**src/rtl/pds_pkg.sv**
```systemverilog
package pds_pkg;

  typedef enum logic [1:0] {
    ST_IDLE,
    ST_ACT,
    ST_SETTLE,
    ST_POLL
  } seqState_t;

  typedef struct packed {
    logic capture;
    logic clkClr;
    logic clkSet;
    logic isoSet;
    logic isoClr;
    logic rstAssert;
    logic rstRelease;
    logic pwrSet;
    logic pwrClr;
    logic ldSettle;
    logic decSettle;
    logic clrPoll;
    logic incPoll;
  } dpStrobe_t;

endpackage

```
**src/rtl/pds_datapath.sv**
```systemverilog
module pds_datapath
  import pds_pkg::*;
#(
  parameter int NUM_DOM        = 7,
  parameter int IDX_W          = 3,
  parameter int SETTLE_CYC     = 625,
  parameter int OFF_POLL_LIMIT = 1000,
  parameter int ON_POLL_LIMIT  = 10000
) (
  input  logic               clk,
  input  logic               rstN,
  input  dpStrobe_t          stb,
  input  logic [IDX_W-1:0]   reqIdx,
  input  logic               curOn,
  input  logic [NUM_DOM-1:0] ackAsync,
  output logic [NUM_DOM-1:0] clkEnQ,
  output logic [NUM_DOM-1:0] rstRelQ,
  output logic [NUM_DOM-1:0] isoEnQ,
  output logic [NUM_DOM-1:0] pwrDnQ,
  output logic               ackNow,
  output logic               settleZero,
  output logic               pollLast,
  output logic               reqClkEn,
  output logic               reqPwrDn
);

  localparam int POLL_MAX = (OFF_POLL_LIMIT > ON_POLL_LIMIT) ? OFF_POLL_LIMIT : ON_POLL_LIMIT;
  localparam int MAX_CNT  = (SETTLE_CYC > POLL_MAX) ? SETTLE_CYC : POLL_MAX;
  localparam int CNT_W    = $clog2(MAX_CNT + 1);
  localparam logic [CNT_W-1:0] SETTLE_LOAD = CNT_W'(SETTLE_CYC - 1);
  localparam logic [CNT_W-1:0] OFF_LAST    = CNT_W'(OFF_POLL_LIMIT - 1);
  localparam logic [CNT_W-1:0] ON_LAST     = CNT_W'(ON_POLL_LIMIT - 1);

  logic [IDX_W-1:0]   curIdx;
  logic [CNT_W-1:0]   cnt;
  logic [NUM_DOM-1:0] ackMeta;
  logic [NUM_DOM-1:0] ackSyncQ;

  always_ff @(posedge clk or negedge rstN) begin
    if (!rstN) curIdx <= '0;
    else if (stb.capture) curIdx <= reqIdx;
  end

  // two-flop synchroniser on the switch acknowledges
  always_ff @(posedge clk or negedge rstN) begin
    if (!rstN) begin
      ackMeta  <= '0;
      ackSyncQ <= '0;
    end else begin
      ackMeta  <= ackAsync;
      ackSyncQ <= ackMeta;
    end
  end

  // one counter serves both the settle delay and the acknowledge wait
  always_ff @(posedge clk or negedge rstN) begin
    if (!rstN)              cnt <= '0;
    else if (stb.ldSettle)  cnt <= SETTLE_LOAD;
    else if (stb.clrPoll)   cnt <= '0;
    else if (stb.decSettle) cnt <= cnt - 1'b1;
    else if (stb.incPoll)   cnt <= cnt + 1'b1;
  end

  assign settleZero = (cnt == '0);
  assign pollLast   = (cnt == (curOn ? ON_LAST : OFF_LAST));

  for (genvar g = 0; g < NUM_DOM; g++) begin : g_dom
    logic sel;
    logic clkB, rstB, isoB, pwrB;
    assign sel = (curIdx == IDX_W'(g));

    always_ff @(posedge clk or negedge rstN) begin
      if (!rstN) begin
        clkB <= 1'b1;
        rstB <= 1'b1;
        isoB <= 1'b0;
        pwrB <= 1'b0;
      end else if (sel) begin
        if (stb.clkClr)          clkB <= 1'b0;
        else if (stb.clkSet)     clkB <= 1'b1;
        if (stb.isoSet)          isoB <= 1'b1;
        else if (stb.isoClr)     isoB <= 1'b0;
        if (stb.rstAssert)       rstB <= 1'b0;
        else if (stb.rstRelease) rstB <= 1'b1;
        if (stb.pwrSet)          pwrB <= 1'b1;
        else if (stb.pwrClr)     pwrB <= 1'b0;
      end
    end

    assign clkEnQ[g]  = clkB;
    assign rstRelQ[g] = rstB;
    assign isoEnQ[g]  = isoB;
    assign pwrDnQ[g]  = pwrB;
  end

  always_comb begin
    ackNow   = 1'b0;
    reqClkEn = 1'b0;
    reqPwrDn = 1'b0;
    for (int i = 0; i < NUM_DOM; i++) begin
      if (curIdx == IDX_W'(i)) ackNow = ackSyncQ[i];
      if (reqIdx == IDX_W'(i)) begin
        reqClkEn = clkEnQ[i];
        reqPwrDn = pwrDnQ[i];
      end
    end
  end

  // the addressed domain index may not move while a sequence runs
  p_idx_hold_r6: assert property (@(posedge clk) disable iff (!rstN)
    !stb.capture |=> $stable(curIdx));

endmodule

```
**src/rtl/pds_ctrl.sv**
```systemverilog
module pds_ctrl
  import pds_pkg::*;
(
  input  logic      clk,
  input  logic      rstN,
  input  logic      reqValid,
  input  logic      reqOn,
  input  logic      reqIdxValid,
  input  logic      reqClkEn,
  input  logic      reqPwrDn,
  input  logic      ackNow,
  input  logic      settleZero,
  input  logic      pollLast,
  output dpStrobe_t stb,
  output logic      curOn,
  output logic      busy,
  output logic      done,
  output logic      err
);

  seqState_t state, nState;
  logic [1:0] step, nStep;
  logic dirOn, nDir;
  logic doneQ, errQ, nDone, nErr;
  logic isPwrStep;

  assign isPwrStep = dirOn ? (step == 2'd0) : (step == 2'd3);

  always_comb begin
    stb    = '0;
    nState = state;
    nStep  = step;
    nDir   = dirOn;
    nDone  = 1'b0;
    nErr   = 1'b0;
    unique case (state)
      ST_IDLE: begin
        if (reqValid) begin
          if (!reqIdxValid) nErr = 1'b1;
          else if (reqOn ? reqClkEn : reqPwrDn) nDone = 1'b1;
          else begin
            stb.capture = 1'b1;
            nDir   = reqOn;
            nStep  = 2'd0;
            nState = ST_ACT;
          end
        end
      end
      ST_ACT: begin
        if (dirOn) begin
          unique case (step)
            2'd0: stb.pwrClr     = 1'b1;
            2'd1: stb.rstRelease = 1'b1;
            2'd2: stb.isoClr     = 1'b1;
            default: stb.clkSet  = 1'b1;
          endcase
        end else begin
          unique case (step)
            2'd0: stb.clkClr    = 1'b1;
            2'd1: stb.isoSet    = 1'b1;
            2'd2: stb.rstAssert = 1'b1;
            default: stb.pwrSet = 1'b1;
          endcase
        end
        if (isPwrStep) begin
          stb.clrPoll = 1'b1;
          nState = ST_POLL;
        end else begin
          stb.ldSettle = 1'b1;
          nState = ST_SETTLE;
        end
      end
      ST_SETTLE: begin
        if (settleZero) begin
          if (dirOn && step == 2'd3) begin
            nDone  = 1'b1;
            nState = ST_IDLE;
          end else begin
            nStep  = step + 2'd1;
            nState = ST_ACT;
          end
        end else begin
          stb.decSettle = 1'b1;
        end
      end
      ST_POLL: begin
        if (ackNow != dirOn) begin
          if (!dirOn) begin
            nDone  = 1'b1;
            nState = ST_IDLE;
          end else begin
            nStep  = step + 2'd1;
            nState = ST_ACT;
          end
        end else if (pollLast) begin
          nErr   = 1'b1;
          nState = ST_IDLE;
        end else begin
          stb.incPoll = 1'b1;
        end
      end
      default: nState = ST_IDLE;
    endcase
  end

  always_ff @(posedge clk or negedge rstN) begin
    if (!rstN) begin
      state <= ST_IDLE;
      step  <= 2'd0;
      dirOn <= 1'b1;
      doneQ <= 1'b0;
      errQ  <= 1'b0;
    end else begin
      state <= nState;
      step  <= nStep;
      dirOn <= nDir;
      doneQ <= nDone;
      errQ  <= nErr;
    end
  end

  assign busy  = (state != ST_IDLE);
  assign done  = doneQ;
  assign err   = errQ;
  assign curOn = dirOn;

  p_pulse_excl_r10: assert property (@(posedge clk) disable iff (!rstN)
    !(done && err));

  p_end_idle_r7: assert property (@(posedge clk) disable iff (!rstN)
    (done || err) |-> !busy);

  p_refuse_busy_r7: assert property (@(posedge clk) disable iff (!rstN)
    (busy && reqValid) |-> !stb.capture);

endmodule

```
**src/rtl/pwrdom_seq.sv**
```systemverilog
module pwrdom_seq
  import pds_pkg::*;
#(
  parameter int NUM_DOM        = 7,
  parameter int SETTLE_CYC     = 625,
  parameter int OFF_POLL_LIMIT = 1000,
  parameter int ON_POLL_LIMIT  = 10000,
  localparam int IDX_W = (NUM_DOM > 1) ? $clog2(NUM_DOM + 1) : 1
) (
  input  logic               clk,
  input  logic               rstN,
  input  logic               reqValid,
  input  logic [IDX_W-1:0]   reqIdx,
  input  logic               reqOn,
  input  logic [NUM_DOM-1:0] ackAsync,
  output logic [NUM_DOM-1:0] clkEn,
  output logic [NUM_DOM-1:0] rstRel,
  output logic [NUM_DOM-1:0] isoEn,
  output logic [NUM_DOM-1:0] pwrDn,
  output logic               busy,
  output logic               done,
  output logic               err
);

  dpStrobe_t stb;
  logic curOn, ackNow, settleZero, pollLast, reqClkEn, reqPwrDn, reqIdxValid;

  assign reqIdxValid = (32'(reqIdx) < NUM_DOM);

  pds_ctrl u_ctrl (
    .clk        (clk),
    .rstN       (rstN),
    .reqValid   (reqValid),
    .reqOn      (reqOn),
    .reqIdxValid(reqIdxValid),
    .reqClkEn   (reqClkEn),
    .reqPwrDn   (reqPwrDn),
    .ackNow     (ackNow),
    .settleZero (settleZero),
    .pollLast   (pollLast),
    .stb        (stb),
    .curOn      (curOn),
    .busy       (busy),
    .done       (done),
    .err        (err)
  );

  pds_datapath #(
    .NUM_DOM       (NUM_DOM),
    .IDX_W         (IDX_W),
    .SETTLE_CYC    (SETTLE_CYC),
    .OFF_POLL_LIMIT(OFF_POLL_LIMIT),
    .ON_POLL_LIMIT (ON_POLL_LIMIT)
  ) u_dp (
    .clk       (clk),
    .rstN      (rstN),
    .stb       (stb),
    .reqIdx    (reqIdx),
    .curOn     (curOn),
    .ackAsync  (ackAsync),
    .clkEnQ    (clkEn),
    .rstRelQ   (rstRel),
    .isoEnQ    (isoEn),
    .pwrDnQ    (pwrDn),
    .ackNow    (ackNow),
    .settleZero(settleZero),
    .pollLast  (pollLast),
    .reqClkEn  (reqClkEn),
    .reqPwrDn  (reqPwrDn)
  );

  p_one_domain_r6: assert property (@(posedge clk) disable iff (!rstN)
    $countones((clkEn ^ $past(clkEn)) | (rstRel ^ $past(rstRel)) |
               (isoEn ^ $past(isoEn)) | (pwrDn ^ $past(pwrDn))) <= 1);

  // a domain only loses power once clock is off, isolation is on and reset is held
  p_off_order_r2: assert property (@(posedge clk) disable iff (!rstN)
    ((pwrDn & ~$past(pwrDn)) & ~(isoEn & ~rstRel & ~clkEn)) == '0);

  // a clock only returns with power up, reset released and isolation off
  p_on_order_r4: assert property (@(posedge clk) disable iff (!rstN)
    ((clkEn & ~$past(clkEn)) & ~(~isoEn & rstRel & ~pwrDn)) == '0);

  // isolation only drops on a powered domain that is out of reset
  p_iso_order_r4: assert property (@(posedge clk) disable iff (!rstN)
    ((~isoEn & $past(isoEn)) & ~(rstRel & ~pwrDn)) == '0);

endmodule

```
**config.mk**
```make
export PLATFORM = sky130hd
export DESIGN_NAME = pwrdom_seq
export DESIGN_NICKNAME = d
export VERILOG_FILES = /design/src/rtl/pds_pkg.sv /design/src/rtl/pds_datapath.sv /design/src/rtl/pds_ctrl.sv /design/src/rtl/pwrdom_seq.sv
export SDC_FILE = /design/constraint.sdc
export NUM_CORES = 1
export LEC_CHECK = 0
export ABC_AREA = 1
export BUFFER_PORTS_ARGS = -buffer_cell sky130_fd_sc_hd__clkbuf_2
export CAP_MARGIN = 20
export CORE_MARGIN = 3
export CORE_UTILIZATION = 55
export DETAILED_ROUTE_END_ITERATION = 10
export PLACE_DENSITY = 0.86
export SETUP_SLACK_MARGIN = 0.15
export SLEW_MARGIN = 30
export SYNTH_ARGS = -nofsm -noshare
export SYNTH_HDL_FRONTEND = slang
export SYNTH_SLANG_ARGS = --single-unit
```
**constraint.sdc**
```tcl
create_clock -name clk -period 5.9 [get_ports clk]
set_clock_uncertainty 0.05 [all_clocks]
set_input_delay 0.885 -clock clk [delete_from_list [all_inputs] [get_ports clk]]
set_output_delay 0.885 -clock clk [all_outputs]
set_load 0.05 [all_outputs]
```
==> impl_results.md <==
- # hold bufs at CTS: 0
- DRC errors left: 0
- Worst skew pair latency: 0.35 ns
- IO buf count: 44
- Die Ht: 90.9 µm
- Lkg Pwr: 0.00207 µW
- Yosys top cell by area: dfrtp_1
- CP delay by family, top: simple AND/OR/NAND/NOR gates
- Final period util: 51.7%
- Die footprint: 8250 µm²
- Remaining Overflow, GRT: 0
- Proportion of layout cells with a drive suffix above 1: 21.0%
- Placed inst area: 4070 µm²
- Unique masters post-synth: 34
- Initial core utilization: 57.7%
- NumNets Final: 542
- Routed WL per cell: 15.5 µm
- Fin. Hold Viols: 0
- Hold_sp: u_dp.ackMeta[1]
- CP Capture Type: flop
- Synth Net Count: 518
- DPL Wire Length: 6600 µm
- Synth area leaders: dfrtp_1, o21ai_0, dfstp_2
- Slew HR: 42.1%
- Setup WS pre-CTS: 2.92 ns
- Worst hold path type: flop to flop
- Seq/Total Area, Yosys: 42.2%
- Area Growth Syn to Fin: 8.50%
- Syn avg cell area: 8.23 µm²
- Cell Chain, Critical Path: nor2_2 -> nand3_2 -> nor2_2 -> nand4_2 -> nand2_2 -> inv_1 -> ha_1 -> a21oi_1 -> nand2_1 -> inv_1 -> nor2_1 -> o21ai_0 -> a21oi_1 -> o21ai_1 -> nand2_1
- Final core occ: 62.6%
- Reg2Reg Setup Slack: 2.85 ns
- Maximum fanout along the worst path: 12
- Top-area cell type share of the netlist area: 32.2%
- Chip Width: 90.9 µm
- FF+latch count, synth: 66
- Reg clk slew, reported paths: 0.07 ns
- Reg2reg end: u_dp.cnt[6]
- Pre-antenna DRT Iters: 5
- Pwr dens: 547 nW/µm²
- Post-CTS Setup Inserts: 0
- R2r startpoint: u_dp.cnt[11]
- Setup ws final: 2.85 ns
- Routed via count: 3,478
- CP Launch Type: flop
- CTS max path bufs: 2
- CP max-delay cell: ha_1
- Core footprint: 6870 µm²
- Sink Count: 66
- I/O pins: 45
- Largest net degree at the start of global routing: 67
- GRT Util Overall: 22.8%
- Post-cts sizing count: 0
- WP data arrival: 3.24 ns
- Cells after synthesis: 481
- Final instance area: 4300 µm²
- Worst-Margin Slew: 0.868 ns
- CTS tree: yes
- H-tree levels: 3
- ANT nets after route: 0
- TritonCTS Buffers: 9
- Syn Std Cell Area: 3960 µm²
- Final Setup Violations: 0
- Worst Reg-to-Reg Cells: 15
- Global-route wire length before repair: 15,200 µm
- # diodes: 0
- WL final: 9360 µm
- Crit Path Category: flop to flop
- Vias in the first global route: 3,223
- Hold Path Depth: 0
- Max Cap Violations: 0
- Hold Path Sink: u_dp.ackSyncQ[1]
- Outcome: finished clean
- Fillers: 555
- Fmax: 328 MHz
- Worst Path Buf+Inv: 2
- Iteration-0 DRC count of the detailed router: 248
- Max-slew violations: 0
- Worst Setup SP: u_dp.cnt[11]
- Yosys warns: 0
- Critical path's largest stage delay: 0.45 ns
- CTS root buffer: clkbuf_8
- Worst path required time: 6.09 ns
- Gpl congestion: 0.936
- Setup_tns: 0 ns
- RSZ-0062 raised after global routing: false
- Initial antenna violation count: 0
- Via/cell ratio: 5.74
- Crit path time final: 3.05 ns
- VDD IR max: 0.000279 V
- Row count: 30
-- Yosys cell counts, drive strengths merged --
library cell,instances
nand2,93
o21ai,89
dfrtp,51
inv,49
nor2,36
nand3,33
buf,32
a21oi,24
ha,22
dfstp,15
nand4,14
nor3,8
o211ai,3
a31oi,2
clkinv,2
xnor2,2
xor2,2
fa,1
o211a,1
o21a,1
o21bai,1
-- cells by family (layout without fill, tap and decap cells) --
logic type | after synthesis | count (layout) | share of synthesized area, %
AND/OR/NAND/NOR | 184 | 184 | 22.7
AO/OA/AOI/OAI | 121 | 121 | 16.0
buffers and inverters | 83 | 112 | 10.9
flip-flops | 66 | 66 | 42.2
adder cells (fa/ha/maj) | 23 | 23 | 7.46
XOR/XNOR | 4 | 4 | 0.885
-- where the power goes --
| group | internal [µW] | switching, µW | leakage, µW | total [µW] |
|---|---|---|---|---|
| sequential | 593 | 120 | 0.000809 | 713 |
| clock | 250 | 184 | 0.000112 | 434 |
| combinational | 340 | 863 | 0.00115 | 1200 |
| total | 1180 | 1170 | 0.00207 | 2350 |
-- layer usage --
layer	track usage (%)	up-vias	wire length [µm]
li1	-	1650	-
met1	30.1	1671	4070
met2	36.8	142	4470
met3	5.83	15	675
met4	7.16	0	147
met5	0	-	0
-- area by class of cell --
cell class / count / area [µm²] / area share, %
inverter: 51 / 191 / 4.46
sequential: 66 / 1670 / 38.9
tap: 96 / 120 / 2.80
multi-input combinational: 332 / 1860 / 43.3
clock inverter: 6 / 90.1 / 2.10
timing repair buffer: 45 / 228 / 5.30
clock buffer: 10 / 138 / 3.20
-- layout by cell type (no fill, tap or decap), types with 15 or more instances in the layout --
master / Yosys / final
a21oi_1: 24 / 24
ha_1: 22 / 22
o21ai_0: 82 / 82
nor2_1: 30 / 30
dfrtp_1: 51 / 51
dfstp_2: 15 / 15
nand3_1: 26 / 26
clkbuf_2: 0 / 44
inv_1: 42 / 42
nand2_1: 86 / 86
-- flip-flops by register name, indices dropped and copies added, names as in the netlist --
| register | flops |
|---|---|
| u_ctrl.done | 1 |
| u_dp.ackSyncQ | 7 |
| u_dp.curIdx | 3 |
| u_ctrl.state | 2 |
| u_dp.cnt | 14 |
| u_dp.g_dom.pwrB | 7 |
| u_dp.g_dom.isoB | 7 |
| u_ctrl.err | 1 |
| u_dp.ackMeta | 7 |
| u_ctrl.curOn | 1 |
| u_dp.g_dom.clkB | 7 |
| u_dp.g_dom.rstB | 7 |
| u_ctrl.step | 2 |
-- metrics by stage --
step / power [µW] / hold slack (ns) / std cells
final: 2350 / 0.300 / 606
after CTS: 2330 / 0.302 / 606
after global placement: 1860 / 0.283 / 590
after floorplan: 1680 / 0.281 / 481
after global routing: 2510 / 0.306 / 606
after detailed placement: 1890 / 0.286 / 590
-- how the worst max path moves through the flow --
stage	cells after the start	slack, ns	end
detailed placement	15	2.92	u_dp.cnt[6]
global placement	15	3.00	u_dp.cnt[6]
CTS	15	2.92	u_dp.cnt[6]
floorplan	13	3.47	u_dp.cnt[13]
finish	15	2.85	u_dp.cnt[6]
global route	14	2.63	u_dp.cnt[13]
Power figures use the tool's default switching activity.
